## config.mk

```make
export PLATFORM = sky130hd
export DESIGN_NAME = mtest_engine
export DESIGN_NICKNAME = d
export VERILOG_FILES = /design/src/rtl/mtest_pkg.sv /design/src/rtl/mtest_pattern.sv /design/src/rtl/mtest_addr_ctr.sv /design/src/rtl/mtest_ret_timer.sv /design/src/rtl/mtest_engine.sv
export SDC_FILE = /design/constraint.sdc
export NUM_CORES = 1
export LEC_CHECK = 0
export BUFFER_PORTS_ARGS = -buffer_cell sky130_fd_sc_hd__buf_2
export CORE_MARGIN = 2
export CORE_UTILIZATION = 53
export CTS_CLUSTER_DIAMETER = 80
export DETAILED_ROUTE_END_ITERATION = 16
export GPL_ROUTABILITY_DRIVEN = 0
export GPL_TIMING_DRIVEN = 0
export PLACE_DENSITY = 0.77
export SLEW_MARGIN = 20
export SYNTH_ARGS = -nofsm -noshare
export SYNTH_HDL_FRONTEND = slang
export SYNTH_SLANG_ARGS = --single-unit
```

## constraint.sdc

```tcl
create_clock -name clk_i -period 4.45 [get_ports clk_i]
set_clock_uncertainty 0.15 [all_clocks]
set_input_delay 0.445 -clock clk_i [delete_from_list [all_inputs] [get_ports clk_i]]
set_output_delay 0.445 -clock clk_i [all_outputs]
set_load 0.05 [all_outputs]
```

## src/rtl/mtest_pkg.sv

```systemverilog
package mtest_pkg;

  typedef enum logic [2:0] {
    PH_MARCH = 3'd0,
    PH_ZERO  = 3'd1,
    PH_ONE   = 3'd2,
    PH_CHK   = 3'd3,
    PH_ICHK  = 3'd4,
    PH_USER  = 3'd5
  } phase_e;

  typedef enum logic [2:0] {
    S_IDLE,
    S_WR,
    S_RD,
    S_CHK,
    S_WAIT,
    S_DONE
  } state_e;

  // one march element: direction, read/write with background, wait-before, last in phase
  typedef struct packed {
    logic down;
    logic rd;
    logic rd_bg;
    logic wr;
    logic wr_bg;
    logic hold;
    logic last;
  } elem_t;

  function automatic elem_t elem_spec(phase_e ph, logic [2:0] el);
    elem_t e;
    e = '0;
    if (ph == PH_MARCH) begin
      case (el)
        3'd0: begin e.wr = 1'b1; e.wr_bg = 1'b0; end
        3'd1: begin e.rd = 1'b1; e.rd_bg = 1'b0; e.wr = 1'b1; e.wr_bg = 1'b1; end
        3'd2: begin e.rd = 1'b1; e.rd_bg = 1'b1; e.wr = 1'b1; e.wr_bg = 1'b0; end
        3'd3: begin e.down = 1'b1; e.rd = 1'b1; e.rd_bg = 1'b0; e.wr = 1'b1; e.wr_bg = 1'b1; end
        3'd4: begin e.down = 1'b1; e.rd = 1'b1; e.rd_bg = 1'b1; e.wr = 1'b1; e.wr_bg = 1'b0; end
        default: begin e.rd = 1'b1; e.rd_bg = 1'b0; e.last = 1'b1; end
      endcase
    end else if (el == 3'd0) begin
      e.wr = 1'b1;
    end else begin
      e.rd   = 1'b1;
      e.hold = 1'b1;
      e.last = 1'b1;
    end
    return e;
  endfunction

endpackage

```

## src/rtl/mtest_pattern.sv

```systemverilog
module mtest_pattern
  import mtest_pkg::*;
#(
  parameter int DW = 8
) (
  input  phase_e          phase_i,
  input  logic            bg_i,
  input  logic            odd_i,
  input  logic [DW-1:0]   user_i,
  output logic [DW-1:0]   data_o
);

  localparam logic [DW-1:0] ALL0 = '0;
  localparam logic [DW-1:0] ALL1 = '1;

  logic [DW-1:0] chk_even;

  // alternating bits, LSB set: 0x55 for a byte
  generate
    for (genvar i = 0; i < DW; i++) begin : g_chk
      assign chk_even[i] = ~i[0];
    end
  endgenerate

  always_comb begin
    case (phase_i)
      PH_MARCH: data_o = bg_i ? ALL1 : ALL0;
      PH_ZERO:  data_o = ALL0;
      PH_ONE:   data_o = ALL1;
      PH_CHK:   data_o = odd_i ? ~chk_even : chk_even;
      PH_ICHK:  data_o = odd_i ? chk_even : ~chk_even;
      PH_USER:  data_o = user_i;
      default:  data_o = ALL0;
    endcase
  end

endmodule

```

## src/rtl/mtest_addr_ctr.sv

```systemverilog
module mtest_addr_ctr #(
  parameter int AW = 10
) (
  input  logic          clk_i,
  input  logic          rst_ni,
  input  logic          load_i,
  input  logic          load_down_i,
  input  logic          step_i,
  input  logic          down_i,
  output logic [AW-1:0] addr_o,
  output logic          last_o
);

  localparam logic [AW-1:0] AMAX = {AW{1'b1}};

  logic [AW-1:0] addr_q;

  always_ff @(posedge clk_i or negedge rst_ni) begin
    if (!rst_ni)      addr_q <= '0;
    else if (load_i)  addr_q <= load_down_i ? AMAX : '0;
    else if (step_i)  addr_q <= down_i ? addr_q - 1'b1 : addr_q + 1'b1;
  end

  assign addr_o = addr_q;
  assign last_o = down_i ? (addr_q == '0) : (addr_q == AMAX);

  AST_ADDR_UP: assert property (@(posedge clk_i) disable iff (!rst_ni)
    (step_i && !load_i && !down_i) |=> (addr_q == $past(addr_q) + 1'b1));
  AST_ADDR_DOWN: assert property (@(posedge clk_i) disable iff (!rst_ni)
    (step_i && !load_i && down_i) |=> (addr_q == $past(addr_q) - 1'b1));

endmodule

```

## src/rtl/mtest_ret_timer.sv

```systemverilog
module mtest_ret_timer #(
  parameter int TW = 16
) (
  input  logic          clk_i,
  input  logic          rst_ni,
  input  logic          load_i,
  input  logic [TW-1:0] val_i,
  output logic          expire_o
);

  logic [TW-1:0] cnt_q;

  always_ff @(posedge clk_i or negedge rst_ni) begin
    if (!rst_ni)            cnt_q <= '0;
    else if (load_i)        cnt_q <= val_i;
    else if (cnt_q != '0)   cnt_q <= cnt_q - 1'b1;
  end

  assign expire_o = (cnt_q == TW'(1));

  AST_TMR_DOWN: assert property (@(posedge clk_i) disable iff (!rst_ni)
    (!load_i && cnt_q != '0) |=> (cnt_q == $past(cnt_q) - 1'b1));

endmodule

```

## src/rtl/mtest_engine.sv

```systemverilog
module mtest_engine
  import mtest_pkg::*;
#(
  parameter int AW = 10,
  parameter int DW = 8,
  parameter int TW = 16
) (
  input  logic          clk_i,
  input  logic          rst_ni,
  input  logic          start_i,
  input  logic [DW-1:0] user_byte_i,
  input  logic [TW-1:0] ret_cycles_i,
  output logic          busy_o,
  output logic          done_o,
  output logic          fail_o,
  output logic [2:0]    phase_o,
  output logic [AW-1:0] fail_addr_o,
  output logic [DW-1:0] fail_exp_o,
  output logic [DW-1:0] fail_got_o,
  output logic          mem_req_o,
  output logic          mem_we_o,
  output logic [AW-1:0] mem_addr_o,
  output logic [DW-1:0] mem_wdata_o,
  input  logic [DW-1:0] mem_rdata_i
);

  state_e        state_q, state_d;
  phase_e        phase_q, phase_d, nx_ph;
  logic [2:0]    elem_q, elem_d, nx_el;
  logic [DW-1:0] user_q;
  logic [TW-1:0] dly_q;
  logic          fail_q;
  logic [AW-1:0] faddr_q;
  logic [DW-1:0] fexp_q, fgot_q;

  elem_t         cur, nxt;
  logic          fin, seq_end, mismatch, start_acc;
  logic          addr_load, load_down, addr_step, addr_last, tmr_load, tmr_exp;
  logic [AW-1:0] addr;
  logic [DW-1:0] exp_rd, dat_wr;

  assign cur = elem_spec(phase_q, elem_q);

  // successor element
  always_comb begin
    fin   = 1'b0;
    nx_ph = phase_q;
    nx_el = elem_q + 3'd1;
    if (cur.last) begin
      nx_el = 3'd0;
      if (phase_q == PH_USER) fin = 1'b1;
      else nx_ph = phase_e'(3'(phase_q + 3'd1));
    end
  end

  assign nxt = elem_spec(nx_ph, nx_el);

  mtest_addr_ctr #(.AW(AW)) i_addr (
    .clk_i       (clk_i),
    .rst_ni      (rst_ni),
    .load_i      (addr_load),
    .load_down_i (load_down),
    .step_i      (addr_step),
    .down_i      (cur.down),
    .addr_o      (addr),
    .last_o      (addr_last)
  );

  mtest_ret_timer #(.TW(TW)) i_tmr (
    .clk_i    (clk_i),
    .rst_ni   (rst_ni),
    .load_i   (tmr_load),
    .val_i    (dly_q),
    .expire_o (tmr_exp)
  );

  mtest_pattern #(.DW(DW)) i_pat_rd (
    .phase_i (phase_q),
    .bg_i    (cur.rd_bg),
    .odd_i   (addr[0]),
    .user_i  (user_q),
    .data_o  (exp_rd)
  );

  mtest_pattern #(.DW(DW)) i_pat_wr (
    .phase_i (phase_q),
    .bg_i    (cur.wr_bg),
    .odd_i   (addr[0]),
    .user_i  (user_q),
    .data_o  (dat_wr)
  );

  assign mismatch  = (mem_rdata_i != exp_rd);
  assign start_acc = start_i && (state_q == S_IDLE || state_q == S_DONE);

  always_comb begin
    state_d   = state_q;
    phase_d   = phase_q;
    elem_d    = elem_q;
    addr_load = 1'b0;
    load_down = 1'b0;
    addr_step = 1'b0;
    tmr_load  = 1'b0;
    seq_end   = 1'b0;
    mem_req_o = 1'b0;
    mem_we_o  = 1'b0;
    case (state_q)
      S_IDLE, S_DONE: begin
        if (start_i) begin
          state_d   = S_WR;
          phase_d   = PH_MARCH;
          elem_d    = 3'd0;
          addr_load = 1'b1;
        end
      end
      S_WR: begin
        mem_req_o = 1'b1;
        mem_we_o  = 1'b1;
        seq_end   = 1'b1;
      end
      S_RD: begin
        mem_req_o = 1'b1;
        state_d   = S_CHK;
      end
      S_CHK: begin
        if (mismatch)    state_d = S_DONE;
        else if (cur.wr) state_d = S_WR;
        else             seq_end = 1'b1;
      end
      S_WAIT: begin
        if (tmr_exp) state_d = S_RD;
      end
      default: state_d = S_IDLE;
    endcase

    if (seq_end) begin
      if (!addr_last) begin
        addr_step = 1'b1;
        state_d   = cur.rd ? S_RD : S_WR;
      end else if (fin) begin
        state_d = S_DONE;
      end else begin
        phase_d   = nx_ph;
        elem_d    = nx_el;
        addr_load = 1'b1;
        load_down = nxt.down;
        if (nxt.hold && dly_q != '0) begin
          state_d  = S_WAIT;
          tmr_load = 1'b1;
        end else begin
          state_d = nxt.rd ? S_RD : S_WR;
        end
      end
    end
  end

  always_ff @(posedge clk_i or negedge rst_ni) begin
    if (!rst_ni) begin
      state_q <= S_IDLE;
      phase_q <= PH_MARCH;
      elem_q  <= '0;
      user_q  <= '0;
      dly_q   <= '0;
      fail_q  <= 1'b0;
      faddr_q <= '0;
      fexp_q  <= '0;
      fgot_q  <= '0;
    end else begin
      state_q <= state_d;
      phase_q <= phase_d;
      elem_q  <= elem_d;
      if (start_acc) begin
        user_q  <= user_byte_i;
        dly_q   <= ret_cycles_i;
        fail_q  <= 1'b0;
        faddr_q <= '0;
        fexp_q  <= '0;
        fgot_q  <= '0;
      end else if (state_q == S_CHK && mismatch) begin
        fail_q  <= 1'b1;
        faddr_q <= addr;
        fexp_q  <= exp_rd;
        fgot_q  <= mem_rdata_i;
      end
    end
  end

  assign busy_o      = (state_q != S_IDLE) && (state_q != S_DONE);
  assign done_o      = (state_q == S_DONE);
  assign fail_o      = fail_q;
  assign phase_o     = phase_q;
  assign fail_addr_o = faddr_q;
  assign fail_exp_o  = fexp_q;
  assign fail_got_o  = fgot_q;
  assign mem_addr_o  = addr;
  assign mem_wdata_o = dat_wr;

  AST_FAIL_WITH_DONE: assert property (@(posedge clk_i) disable iff (!rst_ni)
    fail_o |-> done_o);
  AST_QUIET_IDLE: assert property (@(posedge clk_i) disable iff (!rst_ni)
    !busy_o |-> !mem_req_o);
  AST_DONE_HOLD: assert property (@(posedge clk_i) disable iff (!rst_ni)
    (done_o && !start_i) |=> (done_o && $stable(fail_o) && $stable(fail_addr_o) && $stable(fail_got_o)));
  AST_PHASE_FWD: assert property (@(posedge clk_i) disable iff (!rst_ni)
    busy_o |=> (phase_o >= $past(phase_o)));
  AST_START_IGNORED: assert property (@(posedge clk_i) disable iff (!rst_ni)
    (busy_o && start_i && phase_o != 3'd0) |=> (phase_o != 3'd0));
  AST_CHECK_SLOT: assert property (@(posedge clk_i) disable iff (!rst_ni)
    (mem_req_o && !mem_we_o) |=> !mem_req_o);

endmodule

```

==> Implementation_results.wiki <==
{| class="wikitable"
! Metric !! Value
|-
| Outcome || finished clean
|-
| Number of top-level design ports || 87
|-
| Global routing usage on met1 || 35.8%
|-
| Final net count || 705
|-
| Power Density || 596 mW/mm2
|-
| Via count of the routed design || 4406
|-
| CTS H-tree depth || 3
|-
| Busiest layer in global routing || met2
|-
| Logic depth of the worst register-to-register path || 13
|-
| Per-cell via count in the routed design || 5.60
|-
| Clock tree from TritonCTS || yes
|-
| Met2 capacity usage during global routing || 39.4%
|-
| Root Driver || clkbuf_8
|-
| Relative contribution of combinational cells to total power || 46.1%
|-
| Number of unique standard cell types used by synthesis || 66
|-
| Max stage delay cell, worst path || dfrtp_1
|-
| Period utilisation layout || 88.7%
|-
| Reg-to-reg critical path endpoint || i_addr.addr_o[9]
|-
| Share of synthesized flip-flops with an asynchronous set or reset || 100%
|-
| Kind of end point of the critical path || flip-flop
|-
| Post-route DRC || 0
|-
| Largest net degree at the start of global routing || 57
|-
| Number of input and output port buffers inserted || 86
|-
| Die Y-Extent || 103 um
|-
| Leakage Power || 2.85 nW
|-
| Register clock-pin slew on the reported worst setup and hold paths || 0.09 ns
|-
| Post-synthesis to final-layout area growth || 16.5%
|-
| Number of standard cells after synthesis || 550
|-
| Crit path required time || 4.57 ns
|-
| Number of register bits inferred by synthesis || 86
|-
| CP most frequent cell || ha_1
|-
| Cell internal pwr || 0.00196 W
|-
| Antenna-violating nets left || 0
|-
| Clock latency at the later pin of the worst-skew pair || 0.37 ns
|-
| Leading cell types by count after synthesis || 86 x dfrtp_1, 84 x nand2_1, 41 x o21ai_0, 27 x a21oi_1, 27 x mux2_2
|-
| Path category of the worst min-delay check || in -> reg
|-
| Worst voltage drop across the vdd grid || 340 uV
|-
| Maximum fanout along the worst path || 10
|-
| Slowest stage delay, CP || 0.52 ns
|-
| Synthesized Nets || 606
|-
| Category of cells accounting for the largest share of critical-path delay || compound AO/OA/AOI/OAI gates
|-
| RSZ-0062 raised after global routing || false
|-
| R2R Setup Slk || 0.50 ns
|-
| Final hold violations || 0
|-
| Antenna violations before repair || 0
|-
| Number of flops mapped to enable cells by yosys || 0
|-
| Floorplan die area || 0.0106 mm2
|-
| Setup TNS || 0 ns
|-
| Total routing usage reported by global routing || 25.3%
|-
| Register area share after synthesis || 41.6%
|-
| Wire length after detailed routing || 12700 um
|-
| Post-Syn Area per Cell || 9.42 um2
|-
| Type of the worst setup path || reg -> reg
|-
| Startpoint of the most critical register-to-register path || phase_o[1]
|-
| Core area || 0.00964 mm2
|-
| Rel. slew slack || 36.2%
|-
| Power, Total || 0.00359 W
|-
| Clock power frac || 17.0%
|-
| Biggest area consumer among synthesized cells || dfrtp_1
|-
| Starting density of the core || 53.7%
|-
| Antenna diode count || 0
|-
| Sink Count || 86
|-
| Share of layout cells above drive strength 1 || 25.7%
|-
| Power dissipated by switching net loads || 0.00163 W
|-
| Top-area cell type share of the netlist area || 41.6%
|-
| Worst Hold Launch || ret_cycles_i[6]
|-
| Vias in the first global route || 4192
|-
| Switching power share of the total || 45.4%
|-
| Routed length per placed instance || 16.2 um
|-
| Final period demand of the worst path || 3.95 ns
|-
| Total of endpoints with negative setup slack in the final report || 0
|-
| Buffers plus inverters on the worst setup path || 1
|-
| Starting DRC count in detailed routing || 278
|-
| Maximum buffer depth of the clock tree || 2
|-
| Worst-Margin Slew || 0.949 ns
|-
| Share of total power in sequential cells || 36.9%
|-
| Critical path, cell by cell || inv_1, ha_1, nand2b_4, a21oi_2, ha_1, a21o_1, a211oi_1, o21ai_0, a31o_2, a21oi_1, xnor2_1, a31o_1, a211o_1
|-
| Most used flip-flop cell after synthesis || dfrtp_1
|-
| Cell Area, Synth || 0.00518 mm2
|-
| TritonRoute pass-1 iters || 7
|-
| Count of yosys warnings during synthesis || 0
|-
| DP Wirelength || 9390 um
|-
| Number of buffers inserted during clock tree synthesis || 9
|-
| Rows || 36
|-
| Worst hold path endpoint || dly_q[6]
|-
| Kind of start point of the critical path || flip-flop
|-
| Global-route track usage on met3 || 4.68%
|-
| Most common cell in the netlist || dfrtp_1
|-
| Achievable clock frequency || 253 MHz
|-
| Die Width || 103 um
|-
| Number of instances on the worst hold path || 2
|-
| Cell types with the largest area share after synthesis || dfrtp_1 42%, nand2_1 6.1%, mux2_2 5.9%, ha_1 4.8%, o21ai_0 4.0%
|-
| Global-route wire length before repair || 20600 um
|-
| WP data arrival || 4.06 ns
|-
| Max-slew violations || 0
|-
| Count of maximum capacitance violations || 0
|-
| Leftover overflow at the end of global routing || 0
|}
-- layer usage --
layer / vias to the layer above / share of wire [%]
met5: - / 0
met2: 159 / 47
met3: 34 / 5.5
li1: 2121 / -
met1: 2092 / 45
met4: 0 / 2.4
-- cells in the final DEF, fill, tap and decap left out, drive strengths merged, types with 4 or more instances in the layout --
cell	n
a21boi	4
a21o	5
a21oi	28
a31o	4
a31oi	4
buf	100
clkbuf	29
dfrtp	86
ha	20
inv	26
mux2	39
mux2i	5
nand2	84
nand2b	11
nand3	16
nand3b	6
nand4	4
nor2	25
nor2b	6
nor3	12
nor3b	5
nor4	14
o21ai	45
o21bai	6
o22ai	5
o31ai	4
o32ai	4
or2	4
xnor2	13
xor2	7
-- final cells by class --
type / count / area (um2)
Fill cell: 838 / 3600
Multi-Input combinational cell: 408 / 2770
Sequential cell: 86 / 2150
Timing Repair Buffer: 88 / 470
Tap cell: 133 / 166
Buffer: 30 / 164
Clock buffer: 12 / 145
Inverter: 26 / 97.6
Clock inverter: 4 / 70.1
-- stage by stage --
stage          cell area, um2  setup WS (ns)  utilization [%]  hold slack, ns  std cells
2_1_floorplan            5180          0.626                -       -0.000591        550
3_3_place_gp             5780          0.317             59.9           0.322        769
3_5_place_dp             5810          0.229             60.2           0.265        770
4_1_cts                  6030          0.208             62.6           0.141        787
5_1_grt                  6030          0.213             62.6           0.144        787
6_report                 6030          0.504             62.6           0.151        787
-- power groups by stage --
stage,registers [W],logic [W],clock network (W)
floorplan,0.00168,0.000880,0
global placement,0.00132,0.00160,0
detailed placement,0.00134,0.00165,0
CTS,0.00132,0.00166,0.000622
global route,0.00136,0.00180,0.000660
finish,0.00132,0.00166,0.000612
-- cell families (layout without fill, tap and decap cells) --
| logic type | after synthesis | count (layout) | synth area share [%] |
|---|---|---|---|
| AND/OR/NAND/NOR | 199 | 199 | 19.4 |
| buffers and inverters | 56 | 160 | 5.05 |
| multiplexers | 44 | 44 | 10.1 |
| AO/OA/AOI/OAI | 124 | 124 | 15.2 |
| XOR/XNOR | 20 | 20 | 3.38 |
| adder cells (fa/ha/maj) | 21 | 21 | 5.22 |
| flip-flops | 86 | 86 | 41.6 |
-- what timing repair did --
item | in CTS | in global routing
hold buffers | 1 | 0
resized for setup | 0 | 1
setup buffers | 0 | 0
setup endpoints to repair | 0 | 6
endpoints found under the hold margin | 30 | 0
-- flip-flops by register name, summed over array words and instances, names as in the netlist --
signal,flops
i_addr.addr_o,10
phase_o,3
fail_addr_o,10
i_tmr.cnt_q,16
user_q,8
fail_exp_o,8
fail_o,1
fail_got_o,8
dly_q,16
elem_q,3
state_q,3
-- how the worst max path moves through the flow --
stage | from | endpoint | slack (ns) | cells after the start
floorplan | phase_o[1] | i_addr.addr_o[9] | 0.63 | 13
global placement | phase_o[1] | i_addr.addr_o[9] | 0.32 | 13
detailed placement | phase_o[1] | i_addr.addr_o[9] | 0.23 | 13
CTS | phase_o[1] | i_addr.addr_o[9] | 0.21 | 13
global route | phase_o[1] | i_addr.addr_o[9] | 0.21 | 13
finish | phase_o[1] | i_addr.addr_o[9] | 0.50 | 13
(Power assumes the default switching activity.)
